### src/rtl/iic_timer_pkg.sv
package iic_timer_pkg;

  // Request codes from the byte sequencer
  typedef enum logic [1:0] {
    OP_BIT   = 2'b00,
    OP_START = 2'b01,
    OP_STOP  = 2'b10,
    OP_NONE  = 2'b11
  } iic_op_e;

  // Bit engine phases
  typedef enum logic [2:0] {
    ST_IDLE,    // both lines released, bus free
    ST_START,   // SDA low, SCL high, timing START hold
    ST_PARK,    // SCL held low, waiting for a request
    ST_LOW,     // timing SCL low, SDA update, setup
    ST_WAITHI,  // SCL released, waiting to see it high
    ST_HIGH,    // timing SCL high
    ST_STOPSU   // SCL high, timing setup before SDA release
  } iic_state_e;

endpackage

### src/rtl/iic_tick_gen.sv
module iic_tick_gen #(
  parameter int PW = 4
) (
  input  logic          clk,
  input  logic          rst_n,
  input  logic          clr,
  input  logic [PW-1:0] presc,
  output logic          tick
);

  logic [PW-1:0] cnt_q;

  always_ff @(posedge clk or negedge rst_n) begin
    if (!rst_n)                     cnt_q <= '0;
    else if (clr || cnt_q >= presc) cnt_q <= '0;
    else                            cnt_q <= cnt_q + 1'b1;
  end

  assign tick = (cnt_q >= presc);


  tick_gap_chk: assert property (@(posedge clk) disable iff (!rst_n)
    (tick && !clr && presc != '0) |=> (!tick || presc == '0));

endmodule

### src/rtl/iic_line_sync.sv
module iic_line_sync (
  input  logic clk,
  input  logic rst_n,
  input  logic d,
  output logic q
);

  logic meta_q, sync_q;

  always_ff @(posedge clk or negedge rst_n) begin
    if (!rst_n) begin
      meta_q <= 1'b0;
      sync_q <= 1'b0;
    end else begin
      meta_q <= d;
      sync_q <= meta_q;
    end
  end

  assign q = sync_q;

endmodule

### src/rtl/iic_bit_timer.sv
module iic_bit_timer
  import iic_timer_pkg::*;
#(
  parameter int PW = 4,
  parameter int CW = 8,
  parameter int DW = 4
) (
  input  logic          clk,
  input  logic          rst_n,
  input  logic          enable,
  input  logic [PW-1:0] presc,
  input  logic [CW-1:0] scl_low,
  input  logic [CW-1:0] scl_high,
  input  logic [DW-1:0] hold_dly,
  input  logic [DW-1:0] setup_dly,
  input  logic          req_valid,
  input  logic [1:0]    req_op,
  input  logic          req_bit,
  output logic          req_ready,
  input  logic          scl_in,
  output logic          scl_oe,
  output logic          sda_oe,
  output logic          bit_strobe
);

  localparam int CNTW = ((CW > DW + 1) ? CW : DW + 1) + 1;

  // Low phase in ticks: long enough for both the low count and hold+setup
  function automatic logic [CNTW-1:0] low_phase_ticks(
    input logic [CW-1:0] lo, input logic [DW-1:0] hd, input logic [DW-1:0] su);
    logic [CNTW-1:0] by_count, by_data;
    by_count = CNTW'(lo) + CNTW'(1);
    by_data  = CNTW'(hd) + CNTW'(su) + CNTW'(1);
    return (by_count > by_data) ? by_count : by_data;
  endfunction

  function automatic logic [CNTW-1:0] high_phase_ticks(input logic [CW-1:0] hi);
    return CNTW'(hi) + CNTW'(1);
  endfunction

  function automatic logic [CNTW-1:0] setup_ticks(input logic [DW-1:0] su);
    return CNTW'(su) + CNTW'(1);
  endfunction

  iic_state_e      state_q, state_n;
  logic [CNTW-1:0] lcnt_q;
  logic            sda_q, sda_n;
  logic            bit_q, bit_n;
  logic            stop_q, stop_n;
  logic            strobe_q, strobe_n;

  // Named internal events
  logic            tick, scl_hi, accept, phase_change, counting;
  logic [CNTW-1:0] low_span, high_span, setup_span, hold_span;
  iic_op_e         op;

  assign op         = iic_op_e'(req_op);
  assign low_span   = low_phase_ticks(scl_low, hold_dly, setup_dly);
  assign high_span  = high_phase_ticks(scl_high);
  assign setup_span = setup_ticks(setup_dly);
  assign hold_span  = CNTW'(hold_dly);

  assign req_ready  = enable && (state_q == ST_IDLE || state_q == ST_PARK);
  assign accept     = req_valid && req_ready;

  iic_tick_gen #(.PW(PW)) u_tick (
    .clk   (clk),
    .rst_n (rst_n),
    .clr   (phase_change || !enable),
    .presc (presc),
    .tick  (tick)
  );

  iic_line_sync u_scl_sync (
    .clk   (clk),
    .rst_n (rst_n),
    .d     (scl_in),
    .q     (scl_hi)
  );

  always_comb begin
    state_n  = state_q;
    sda_n    = sda_q;
    bit_n    = bit_q;
    stop_n   = stop_q;
    strobe_n = 1'b0;
    case (state_q)
      ST_IDLE: begin
        if (accept && op == OP_START) begin
          state_n = ST_START;
          sda_n   = 1'b1;
        end
      end
      ST_START: begin
        if (lcnt_q >= high_span) state_n = ST_PARK;
      end
      ST_PARK: begin
        if (accept && op == OP_BIT) begin
          state_n = ST_LOW;
          bit_n   = req_bit;
          stop_n  = 1'b0;
        end else if (accept && op == OP_STOP) begin
          state_n = ST_LOW;
          bit_n   = 1'b0;
          stop_n  = 1'b1;
        end
      end
      ST_LOW: begin
        if (lcnt_q >= hold_span) sda_n = ~bit_q;
        if (lcnt_q >= low_span)  state_n = ST_WAITHI;
      end
      ST_WAITHI: begin
        if (scl_hi) state_n = stop_q ? ST_STOPSU : ST_HIGH;
      end
      ST_HIGH: begin
        if (lcnt_q >= high_span) begin
          state_n  = ST_PARK;
          strobe_n = 1'b1;
        end
      end
      ST_STOPSU: begin
        if (lcnt_q >= setup_span) begin
          state_n = ST_IDLE;
          sda_n   = 1'b0;
        end
      end
      default: state_n = ST_IDLE;
    endcase
  end

  assign phase_change = (state_n != state_q);
  assign counting     = (state_q == ST_START) || (state_q == ST_LOW) ||
                        (state_q == ST_HIGH)  || (state_q == ST_STOPSU);

  always_ff @(posedge clk or negedge rst_n) begin
    if (!rst_n) begin
      state_q  <= ST_IDLE;
      lcnt_q   <= '0;
      sda_q    <= 1'b0;
      bit_q    <= 1'b0;
      stop_q   <= 1'b0;
      strobe_q <= 1'b0;
    end else if (!enable) begin
      state_q  <= ST_IDLE;
      lcnt_q   <= '0;
      sda_q    <= 1'b0;
      bit_q    <= 1'b0;
      stop_q   <= 1'b0;
      strobe_q <= 1'b0;
    end else begin
      state_q  <= state_n;
      sda_q    <= sda_n;
      bit_q    <= bit_n;
      stop_q   <= stop_n;
      strobe_q <= strobe_n;
      if (phase_change)          lcnt_q <= '0;
      else if (counting && tick) lcnt_q <= lcnt_q + 1'b1;
    end
  end

  assign scl_oe     = (state_q == ST_PARK) || (state_q == ST_LOW);
  assign sda_oe     = sda_q;
  assign bit_strobe = strobe_q;


  off_release_chk: assert property (@(posedge clk) disable iff (!rst_n)
    !enable |=> (!scl_oe && !sda_oe));


  sda_steady_high_chk: assert property (@(posedge clk) disable iff (!rst_n || !enable)
    (state_q == ST_HIGH) |-> $stable(sda_q));


  no_early_drive_chk: assert property (@(posedge clk) disable iff (!rst_n || !enable)
    (state_q == ST_WAITHI && !scl_hi) |=> !scl_oe);


  start_edge_chk: assert property (@(posedge clk) disable iff (!rst_n || !enable)
    ($rose(sda_q) && !scl_oe) |-> $past(state_q == ST_IDLE));


  stop_edge_chk: assert property (@(posedge clk) disable iff (!rst_n || !enable)
    ($fell(sda_q) && !scl_oe) |-> $past(state_q == ST_STOPSU));


  strobe_edge_chk: assert property (@(posedge clk) disable iff (!rst_n || !enable)
    bit_strobe |-> (scl_oe && !$past(scl_oe)));

endmodule

### config.mk
export PLATFORM = sky130hd
export DESIGN_NAME = iic_bit_timer
export DESIGN_NICKNAME = d
export VERILOG_FILES = /design/src/rtl/iic_timer_pkg.sv /design/src/rtl/iic_tick_gen.sv /design/src/rtl/iic_line_sync.sv /design/src/rtl/iic_bit_timer.sv
export SDC_FILE = /design/constraint.sdc
export NUM_CORES = 1
export LEC_CHECK = 0
export BUFFER_PORTS_ARGS = -buffer_cell sky130_fd_sc_hd__buf_4
export CAP_MARGIN = 20
export CORE_ASPECT_RATIO = 1.5
export CORE_UTILIZATION = 50
export DETAILED_ROUTE_END_ITERATION = 8
export GPL_TIMING_DRIVEN = 0
export HOLD_SLACK_MARGIN = 0.15
export PLACE_DENSITY = 0.72
export SYNTH_ARGS = -nofsm -noshare
export SYNTH_HDL_FRONTEND = slang
export SYNTH_SLANG_ARGS = --single-unit
export TNS_END_PERCENT = 100
### constraint.sdc
create_clock -name clk -period 5.3 [get_ports clk]
set_input_delay 0 -clock clk [delete_from_list [all_inputs] [get_ports clk]]
set_output_delay 0 -clock clk [all_outputs]
set_load 0.02 [all_outputs]
== Word level (Yosys, flattened, before mapping) ==
Cells that the tools add are included.

* Divide/modulo/power cells: 0
* Mux-type cells: 31
* Bitwise gates (word level): 1
* Reduce and logical (&&, ||, !) cells: 19
* Shift operators: 0
* Equal/unequal tests: 16
* $add $sub $neg: 7
* $lt $le $gt $ge: 6
* $mul: 0

{| class="wikitable"
|+ Operators with widths
! operator !! number
|-
| two-way mux 9 bit || 4
|-
| two-way mux 3 bit || 8
|-
| adder 8 x 1 -> 9 bit (second input constant) || 2
|-
| greater-or-equal comparator 9 bit || 2
|-
| case mux 3 bit (6 select lines) || 1
|-
| two-way mux 1 bit || 15
|-
| adder 9 x 1 -> 9 bit (second input constant) || 1
|-
| equality test 3 bit (second input constant) || 3
|-
| greater-or-equal comparator 9 x 4 -> 1 bit || 1
|-
| greater-or-equal comparator 9 x 5 -> 1 bit || 1
|-
| greater-than comparator 9 x 6 -> 1 bit || 1
|-
| logical OR 1 bit || 7
|-
| adder 5 x 1 -> 6 bit (second input constant) || 1
|-
| equality test 3 x 2 -> 1 bit (second input constant) || 2
|-
| logical AND 1 bit || 6
|-
| != test 3 x 1 -> 1 bit (second input constant) || 2
|-
| != test 3 bit (second input constant) || 2
|-
| adder 4 x 1 -> 5 bit (second input constant) || 1
|-
| adder 4 x 4 -> 5 bit || 1
|-
| adder 4 x 1 -> 4 bit (second input constant) || 1
|-
| greater-or-equal comparator 4 bit || 1
|-
| two-way mux 4 bit || 1
|-
| != test 4 x 1 -> 1 bit (second input constant) || 1
|-
| AND reduction 4 bit || 1
|-
| 14 further kinds || 14
|}

* Output and inout bits: 4
* Bits in latches: 0
* Input bits: 36
* Bits in writable memories: 0
* ROM bits: 0
* Register bits after elaboration: 22
* Memories kept: 0
* Word-level logic and storage cells: 89

== Depth between registers and ports, before layout ==
Gate-level depths: netlist of the first run.

* Depth after elaboration: 12
* Gate-level depth with buffers: 21
* Depth with buffers taken out: 19

== Hierarchy ==
From an unflattened synthesis of the first run, not the netlist that was laid out.

* Cells, all modules: 288
* Area, all modules: 2,507.4 µm²

{| class="wikitable"
|+ Modules (own cells, without submodules)
! module !! seq. area each (µm²) !! area an instance (µm²) !! times used !! cells each
|-
| iic_bit_timer || 400.4 || 2,197.1 || 1 || 259
|-
| iic_tick_gen || 100.1 || 260.2 || 1 || 27
|-
| iic_line_sync || 50.0 || 50.0 || 1 || 2
|}

== Least setup slack after synthesis of the first run ==
No wires, ideal clock.

* Path kind: in2reg
* Start: input hold_dly[0]
* End: register u_tick.cnt_q[2]
* Arrival time: 3.559 ns
* Required time: 5.204 ns
* Stages: 19
* Path buffers: 2
* Library setup time: 0.096 ns
* Slack: 1.645 ns
* Path through: inv_1 > ha_1 > fa_1 > xnor2_1 > inv_1 > ha_1 > a21o_1 > a21o_1 > a211oi_1 > o211a_1 > clkbuf_1 > mux2i_1 > ha_1 > a211oi_1 > o21ai_0 > a21oi_1 > nor3_1 > clkbuf_8 > nor4_2

* Word-level cells in the longest chain between the ends: 11

{| class="wikitable"
|+ RTL lines
! element !! RTL line !! text
|-
| start: declaration || iic_bit_timer.sv:14 || <nowiki>input logic [DW-1:0] hold_dly,</nowiki>
|-
| adder 4 x 4 -> 5 bit * || iic_bit_timer.sv:33 || <nowiki>by_data = CNTW'(hd) + CNTW'(su) + CNTW'(1);</nowiki>
|-
| adder 5 x 1 -> 6 bit * || iic_bit_timer.sv:33 ||
|-
| greater-than comparator 9 x 6 -> 1 bit || iic_bit_timer.sv:34 || <nowiki>return (by_count > by_data) ? by_count : by_data;</nowiki>
|-
| two-way mux 9 bit * || iic_bit_timer.sv:34 ||
|-
| greater-or-equal comparator 9 bit * || iic_bit_timer.sv:110 || <nowiki>if (lcnt_q >= low_span) state_n = ST_WAITHI;</nowiki>
|-
| two-way mux 3 bit * || iic_bit_timer.sv:110 ||
|-
| case mux 3 bit (6 select lines) * || iic_bit_timer.sv:87 || <nowiki>case (state_q)</nowiki>
|-
| != test 3 bit * || iic_bit_timer.sv:131 || <nowiki>assign phase_change = (state_n != state_q);</nowiki>
|-
| logical OR 1 bit * || iic_bit_timer.sv:69 || <nowiki>.clr (phase_change || !enable),</nowiki>
|-
| logical OR 1 bit * || iic_tick_gen.sv:15 || <nowiki>else if (clr || cnt_q >= presc) cnt_q <= '0;</nowiki>
|-
| two-way mux 4 bit * || iic_tick_gen.sv:15 ||
|-
| end signal: assignment || iic_tick_gen.sv:16 || <nowiki>else cnt_q <= cnt_q + 1'b1;</nowiki>
|-
| end: declaration || iic_tick_gen.sv:11 || <nowiki>logic [PW-1:0] cnt_q;</nowiki>
|}

Mark *: on every way between the ends. The rest lies on a longest branch, timed or not.
A chain may end at the register's enable or synchronous reset.

== Final worst setup path of the first run ==
* Start: input setup_dly[0]
* End: register lcnt_q[7]

* Word-level cells in the longest chain between the ends: 10
* Elaborated cells on any way between the ends: 14
* Those cells by class: add/sub: 3; order compare: 3; eq/ne: 2; mux: 6

{| class="wikitable"
|+ RTL lines
! element !! RTL line !! text
|-
| start: declaration || iic_bit_timer.sv:15 || <nowiki>input logic [DW-1:0] setup_dly,</nowiki>
|-
| adder 4 x 4 -> 5 bit || iic_bit_timer.sv:33 ||
|-
| adder 5 x 1 -> 6 bit || iic_bit_timer.sv:33 ||
|-
| greater-than comparator 9 x 6 -> 1 bit || iic_bit_timer.sv:34 ||
|-
| two-way mux 9 bit || iic_bit_timer.sv:34 ||
|-
| greater-or-equal comparator 9 bit || iic_bit_timer.sv:110 ||
|-
| two-way mux 3 bit || iic_bit_timer.sv:110 ||
|-
| case mux 3 bit (6 select lines) * || iic_bit_timer.sv:87 ||
|-
| != test 3 bit * || iic_bit_timer.sv:131 ||
|-
| two-way mux 9 bit || iic_bit_timer.sv:156 || <nowiki>if (phase_change) lcnt_q <= '0;</nowiki>
|-
| two-way mux 9 bit || iic_bit_timer.sv:143 || <nowiki>end else if (!enable) begin</nowiki>
|-
| end signal: assignment || iic_bit_timer.sv:157 || <nowiki>else if (counting && tick) lcnt_q <= lcnt_q + 1'b1;</nowiki>
|-
| end: declaration || iic_bit_timer.sv:46 || <nowiki>logic [CNTW-1:0] lcnt_q;</nowiki>
|}

Marks and branches as above.

==> results of run 1 <==
==> kinds of logic after synthesis <==
logic type                 count (synthesis)
buffers and inverters                     30
adders and majority gates                 46
muxes                                     10
AOI/OAI and AO/OA                         50
and+or+nand+nor                          107
xor gates and xnor gates                  25
DFF                                       22
==> power breakdown <==
part / total [mW] / switching, mW / internal (mW)
Combinational: 0.152 / 0.0785 / 0.0740
Sequential: 0.177 / 0.00459 / 0.173
Clock: 0.156 / 0.0547 / 0.101
Total: 0.485 / 0.138 / 0.347
==> area by class of cell <==
type,count,area [um^2]
Buffer,8,63.8
Clock buffer,3,41.3
Clock inverter,1,30.0
Fill cell,460,1820
Inverter,22,82.6
Multi-Input combinational cell,238,1880
Sequential cell,22,551
Tap cell,66,82.6
Timing Repair Buffer,43,333
==> worst reg2reg max path: stages, from the launching register on <==
cell and delay (ns):
dfrtp_1 0.52, ha_1 0.37, a21oi_1 0.11, o21ai_0 0.13
a311oi_2 0.53, o2111ai_2 0.25, buf_6 0.20, nor3_1 0.18
==> final timing paths <==
check | startpoint | endpoint | slack (ns)
max in group asynchronous | rst_n | stop_q | 4.92
worst max register to register | lcnt_q[2] | lcnt_q[8] | 2.92
min in group clk | req_bit | bit_q | 0.18
worst min register to register | u_scl_sync.meta_q | u_scl_sync.q | 0.36
worst max-delay path | setup_dly[0] | lcnt_q[7] | 1.31
worst min-delay path | rst_n | lcnt_q[4] | 0.15
==> cells in the final DEF (no fill, tap or decap), types with 11 or more instances in the layout <==
cell	synthesis	layout
nand2_1	24	24
ha_1	45	45
dfrtp_1	22	22
nor3_1	16	16
nand3_1	12	12
nor2_1	12	12
buf_4	0	39
nor2b_1	11	11
xnor2_1	15	15
inv_1	22	22
==> routing by layer <==
layer / vias up / share of wire (%) / GRT usage (%) / wire length, um
met2: 46 / 55 / 41.2 / 3080
met1: 1067 / 41 / 25.1 / 2290
met4: 0 / 2.2 / 9.09 / 125
met3: 11 / 2.2 / 2.01 / 126
met5: - / 0 / 0 / 0
li1: 1155 / - / - / -
==> state kept, by name (all words and copies together), names as in the netlist <==
name / cells
stop_q: 1
u_scl_sync.q: 1
lcnt_q: 9
sda_oe: 1
u_scl_sync.meta_q: 1
bit_strobe: 1
state_q: 3
u_tick.cnt_q: 4
bit_q: 1
==> through the flow <==
stage          instances  setup slack, ns  power, mW
2_1_floorplan        290             1.65      0.277
3_3_place_gp         395             1.09      0.328
3_5_place_dp         395             1.04      0.332
4_1_cts              403             1.30      0.491
5_1_grt              403            0.859      0.518
6_report             403             1.31      0.485
==> impl_metrics.json, run 1 <==
{
  "status": "finished, final reports clean",
  "synthMuxAreaShare_pct": 3.89,
  "post_dp_cell_area_um2": 2950,
  "final_nets": 420,
  "syn_avg_cell_area_um2": 8.88,
  "fin_tns_setup_ns": 0,
  "drv_slew": 0,
  "critical-path-max-stage-delay_ns": 0.45,
  "start_kind": "input port",
  "yosysMostFrequentCell": "ha_1",
  "core.rowCount": 31,
  "worstSetupPathDepth": 20,
  "crit_chain": "buf_4 > inv_1 > ha_1 > fa_1 > xnor2_1 > inv_1 > ha_1 > a21o_1 > a21o_1 > a211oi_1 > o211a_1 > clkbuf_1 > mux2i_1 > ha_1 > o211ai_1 > o21ai_0 > a21oi_1 > nor3_1 > clkbuf_8 > a211oi_2",
  "syn_inst": 290,
  "drtPass1Iterations": 4,
  "numPortBuffers": 39,
  "dp_hpwl_um": 4560,
  "hold_buffers": 4,
  "yosysTopAreaCell": "ha_1",
  "synth_fp_nets": 372,
  "dieArea_um2": 5450,
  "clock-sinks": 22,
  "vias": 2279,
  "synth_compound_area_share_pct": 15.0,
  "yosysWarnings": 0,
  "arrival_ns": 4.13,
  "cts_tree": "done",
  "drt_iter0_drc": 57,
  "synthArstFlopShare_pct": 100,
  "core_area_um2": 4890,
  "skew_ns": 0.00653,
  "crit_family": "compound AO/OA/AOI/OAI gates",
  "cpMostUsedCell": "ha_1",
  "finalSetupViolCount": 0,
  "grt_max_degree": 23,
  "numCtsBuffers": 3,
  "synth_top_family_by_area": "simple AND/OR/NAND/NOR gates",
  "finalCritPeriodShare_pct": 75.3,
  "post_synth_num_cell_types": 54,
  "reg2regPathDepth": 7,
  "crit_path_max_fanout": 10,
  "path_buf_inv": 5,
  "synth_top_area_share_pct": 21.9,
  "grt_usage_pct": 22.5,
  "synth_edf_count": 0,
  "fmax_mhz": 251,
  "die_height_um": 89.9,
  "synthSimpleGateAreaFrac_pct": 23.0,
  "antenna_found_initial": 0,
  "antenna_left": 0,
  "overflow": 0,
  "synth.area.top_cells": "ha_1, dfrtp_1, xnor2_1, mux2i_1, nand2_1",
  "clk_pin_slew_ns": 0.08,
  "grt_pass1_wl_um": 9710,
  "rsz0062_at_grt": "false",
  "fin_crit_ns": 3.99,
  "htreeDepth": 1,
  "synthAdderAreaFrac_pct": 22.6,
  "post_cts_buffers": 0,
  "synthToLayoutAreaGrowth_pct": 18.9,
  "worstSkewPairLatency_ns": 0.26,
  "yosys-top-cells-count": "ha_1, nand2_1, dfrtp_1, inv_1, nor3_1",
  "hold_viol_final": 0,
  "drive_above_1_share_pct": 18.7,
  "hp-class": "input port to async pin",
  "post_cts_resize_count": 0,
  "cts_root_buf": "clkbuf_8",
  "wl_per_cell_um": 14.0,
  "die_w_um": 60.6,
  "start_util_pct": 52.7,
  "synth_flop_cell": "dfrtp_1",
  "utilization_pct": 62.7,
  "synth-xor-area-share_pct": 8.50,
  "worstMarginPinSlew_ns": 0.724,
  "drc": 0,
  "cp.required_ns": 5.44,
  "peakVddDrop_mv": 0.0756,
  "critPathCaptureType": "flop",
  "antennaDiodeCount": 0,
  "crit_type": "input port to flop",
  "slowest_stage": "nor3_1",
  "drv_cap": 0,
  "ys_seq_area_share_pct": 21.4,
  "ioPinCount": 40,
  "gp_congestion": 0.807,
  "final_cell_area_um2": 3060,
  "ys_ff_latch": 22,
  "holdWs_ns": 0.153,
  "max_slew_margin_pct": 51.6,
  "clockBufferDepth": 2,
  "p_leak_nw": 1.46,
  "wirelength_um": 5630,
  "syn-cell-area_um2": 2580,
  "pwr_density_cell_nw_per_um2": 158,
  "viasPerCell": 5.66,
  "grt_pass1_vias": 2343
}
Note: power is estimated with default switching activity, not from simulation.
==> run 2: changes to the inputs <==
==> constraint.sdc (replaced) <==
create_clock -name clk -period 3.8 [get_ports clk]
set_input_delay 0 -clock clk [delete_from_list [all_inputs] [get_ports clk]]
set_output_delay 0 -clock clk [all_outputs]
set_load 0.02 [all_outputs]
==> run 2 against run 1 <==
Effect of this change: via count rose by 0.18%; routed wire length rose by 0.59%; sequential power rose by 40%; largest cell class unchanged; highest routed layer unchanged; total power rose by 40%; utilization rose by 0.31 points; register-to-register slack got worse by 1.5 ns; cell count fell by 0.25%.
==> impl_metrics.json, run 2 (synthesis gave the netlist of run 1 again) <==
{
  "pwr_density_cell_nw_per_um2": 221,
  "worstSkewPairLatency_ns": 0.26,
  "drc": 0,
  "p_int_uw": 487,
  "pwr-share-comb_pct": 31.8,
  "reg2regPathDepth": 7,
  "rsz0062_at_grt": "false",
  "dp_hpwl_um": 4560,
  "wl_per_cell_um": 14.1,
  "cts_tree": "done",
  "core_area_um2": 4890,
  "numPortBuffers": 39,
  "numCtsBuffers": 3,
  "crit_chain": "buf_4 > inv_1 > ha_1 > fa_2 > xnor2_2 > inv_1 > ha_1 > a21o_1 > a21o_1 > a211oi_1 > o211a_2 > mux2i_1 > ha_1 > a211oi_1 > o21ai_1 > a21oi_2 > nor3_2 > clkbuf_8 > nor4_2",
  "gp_congestion": 0.807,
  "clk_pin_slew_ns": 0.08,
  "cp.required_ns": 3.98,
  "rr_endpoint": "lcnt_q[8]",
  "p_leak_nw": 1.45,
  "skew_ns": 0.00533,
  "overflow": 0,
  "cpMostUsedCell": "ha_1",
  "clock-sinks": 22,
  "fin_crit_ns": 3.52,
  "p_switching_uw": 194,
  "regToRegSetupSlack_ns": 1.42,
  "antenna_left": 0,
  "max_slew_margin_pct": 51.2,
  "finalCritPeriodShare_pct": 92.7,
  "crit_path_max_fanout": 10,
  "core.rowCount": 31,
  "slowest_stage": "fa_2",
  "start_util_pct": 52.7,
  "grt_pass1_vias": 2348,
  "layout_common_cells": "ha_1, buf_4, nand2_1, inv_1, dfrtp_1",
  "r2r-start": "lcnt_q[2]",
  "status": "finished, final reports clean",
  "largest_reg_flops": 9,
  "die_w_um": 60.6,
  "viasPerCell": 5.68,
  "layout_commonest_cell": "ha_1",
  "drv_slew": 0,
  "fill_cells": 457,
  "start_kind": "input port",
  "drv_cap": 0,
  "hp-class": "input port to async pin",
  "arrival_ns": 3.70,
  "ioPinCount": 40,
  "swShare_pct": 28.5,
  "post_cts_buffers": 0,
  "utilization_pct": 63.0,
  "dieArea_um2": 5450,
  "p_seq_share_pct": 36.3,
  "clockBufferDepth": 2,
  "peakVddDrop_mv": 0.105,
  "holdWs_ns": 0.154,
  "antenna_found_initial": 0,
  "critical-path-max-stage-delay_ns": 0.38,
  "p_total_uw": 681,
  "vias": 2283,
  "hold_viol_final": 0,
  "cts_root_buf": "clkbuf_8",
  "die_height_um": 89.9,
  "final_nets": 419,
  "drtPass1Iterations": 4,
  "drive_above_1_share_pct": 20.2,
  "drt_iter0_drc": 41,
  "worstMarginPinSlew_ns": 0.730,
  "wirelength_um": 5660,
  "fmax_mhz": 284,
  "grt_max_degree": 23,
  "reg_top3": "lcnt_q: 9 flops, u_tick.cnt_q: 4 flops, state_q: 3 flops",
  "critPathCaptureType": "flop",
  "grt_usage_pct": 22.6,
  "crit_type": "input port to flop",
  "htreeDepth": 1,
  "antennaDiodeCount": 0,
  "grt_pass1_wl_um": 9740,
  "regMostFlops": "lcnt_q",
  "power_frac_clock_pct": 31.9,
  "finalSetupViolCount": 0,
  "synthToLayoutAreaGrowth_pct": 19.5
}
[run 2: repair_timing]
| item | CTS | global route |
|---|---|---|
| resized for setup | 2 | 4 |
| pin swaps | 0 | 2 |
| endpoints found under the setup margin | 13 | 16 |
| hold endpoints to repair | 28 | 0 |
| hold buffers | 4 | 0 |
[run 2: worst max path at each step]
stage / start / end / slack, ns / cells after the start
floorplan: hold_dly[0] / u_tick.cnt_q[2] / 0.15 / 19
finish: setup_dly[0] / u_tick.cnt_q[2] / 0.28 / 19
CTS: setup_dly[0] / u_tick.cnt_q[2] / 0.08 / 19
global route: setup_dly[0] / lcnt_q[0] / 0.006 / 19
detailed placement: setup_dly[0] / lcnt_q[7] / -0.46 / 20
global placement: setup_dly[0] / u_tick.cnt_q[2] / -0.41 / 20
[run 2: power by group through the flow]
stage	registers (mW)	logic (mW)	clock network [mW]
final	0.247	0.217	0.217
after global routing	0.248	0.246	0.232
after CTS	0.247	0.216	0.221
after detailed placement	0.252	0.211	0
after global placement	0.252	0.205	0
after floorplan	0.250	0.136	0
[run 2: routing by layer]
metal  vias to the layer above  global-route usage (%)  part of all wire, %
li1                       1154                       -                    -
met1                      1067                    25.2                   41
met2                        47                    41.3                   55
met3                        15                    2.01                  2.1
met4                         0                    9.09                  2.5
met5                         -                       0                    0
[run 2: through the flow]
| step | setup slack (ns) | setup TNS [ns] | instance area (um^2) | std cells |
|---|---|---|---|---|
| 2_1_floorplan | 0.145 | 0 | 2580 | 290 |
| 3_3_place_gp | -0.414 | -5.04 | 2950 | 395 |
| 3_5_place_dp | -0.456 | -5.96 | 2950 | 395 |
| 4_1_cts | 0.0828 | 0 | 3070 | 402 |
| 5_1_grt | 0.00584 | 0 | 3080 | 402 |
| 6_report | 0.277 | 0 | 3080 | 402 |
[run 2: area by class of cell]
type                    count  area [um^2]  area share, %
repair buffers             43          333           10.8
clock inverters             1         30.0          0.976
multi-input cells         238         1900           61.7
clock buffers               3         41.3           1.34
flip-flops and latches     22          551           17.9
well taps                  66         82.6           2.68
inverters                  22         82.6           2.68
plain buffers               7         60.1           1.95
[run 2: worst max-delay path: cells and delay by family]
family	cells	cell delay, ns
AOI/OAI and AO/OA	7	1.49
adders and majority gates	4	1.14
buffers and inverters	4	0.39
and+or+nand+nor	2	0.30
muxes	1	0.21
xor gates and xnor gates	1	0.16
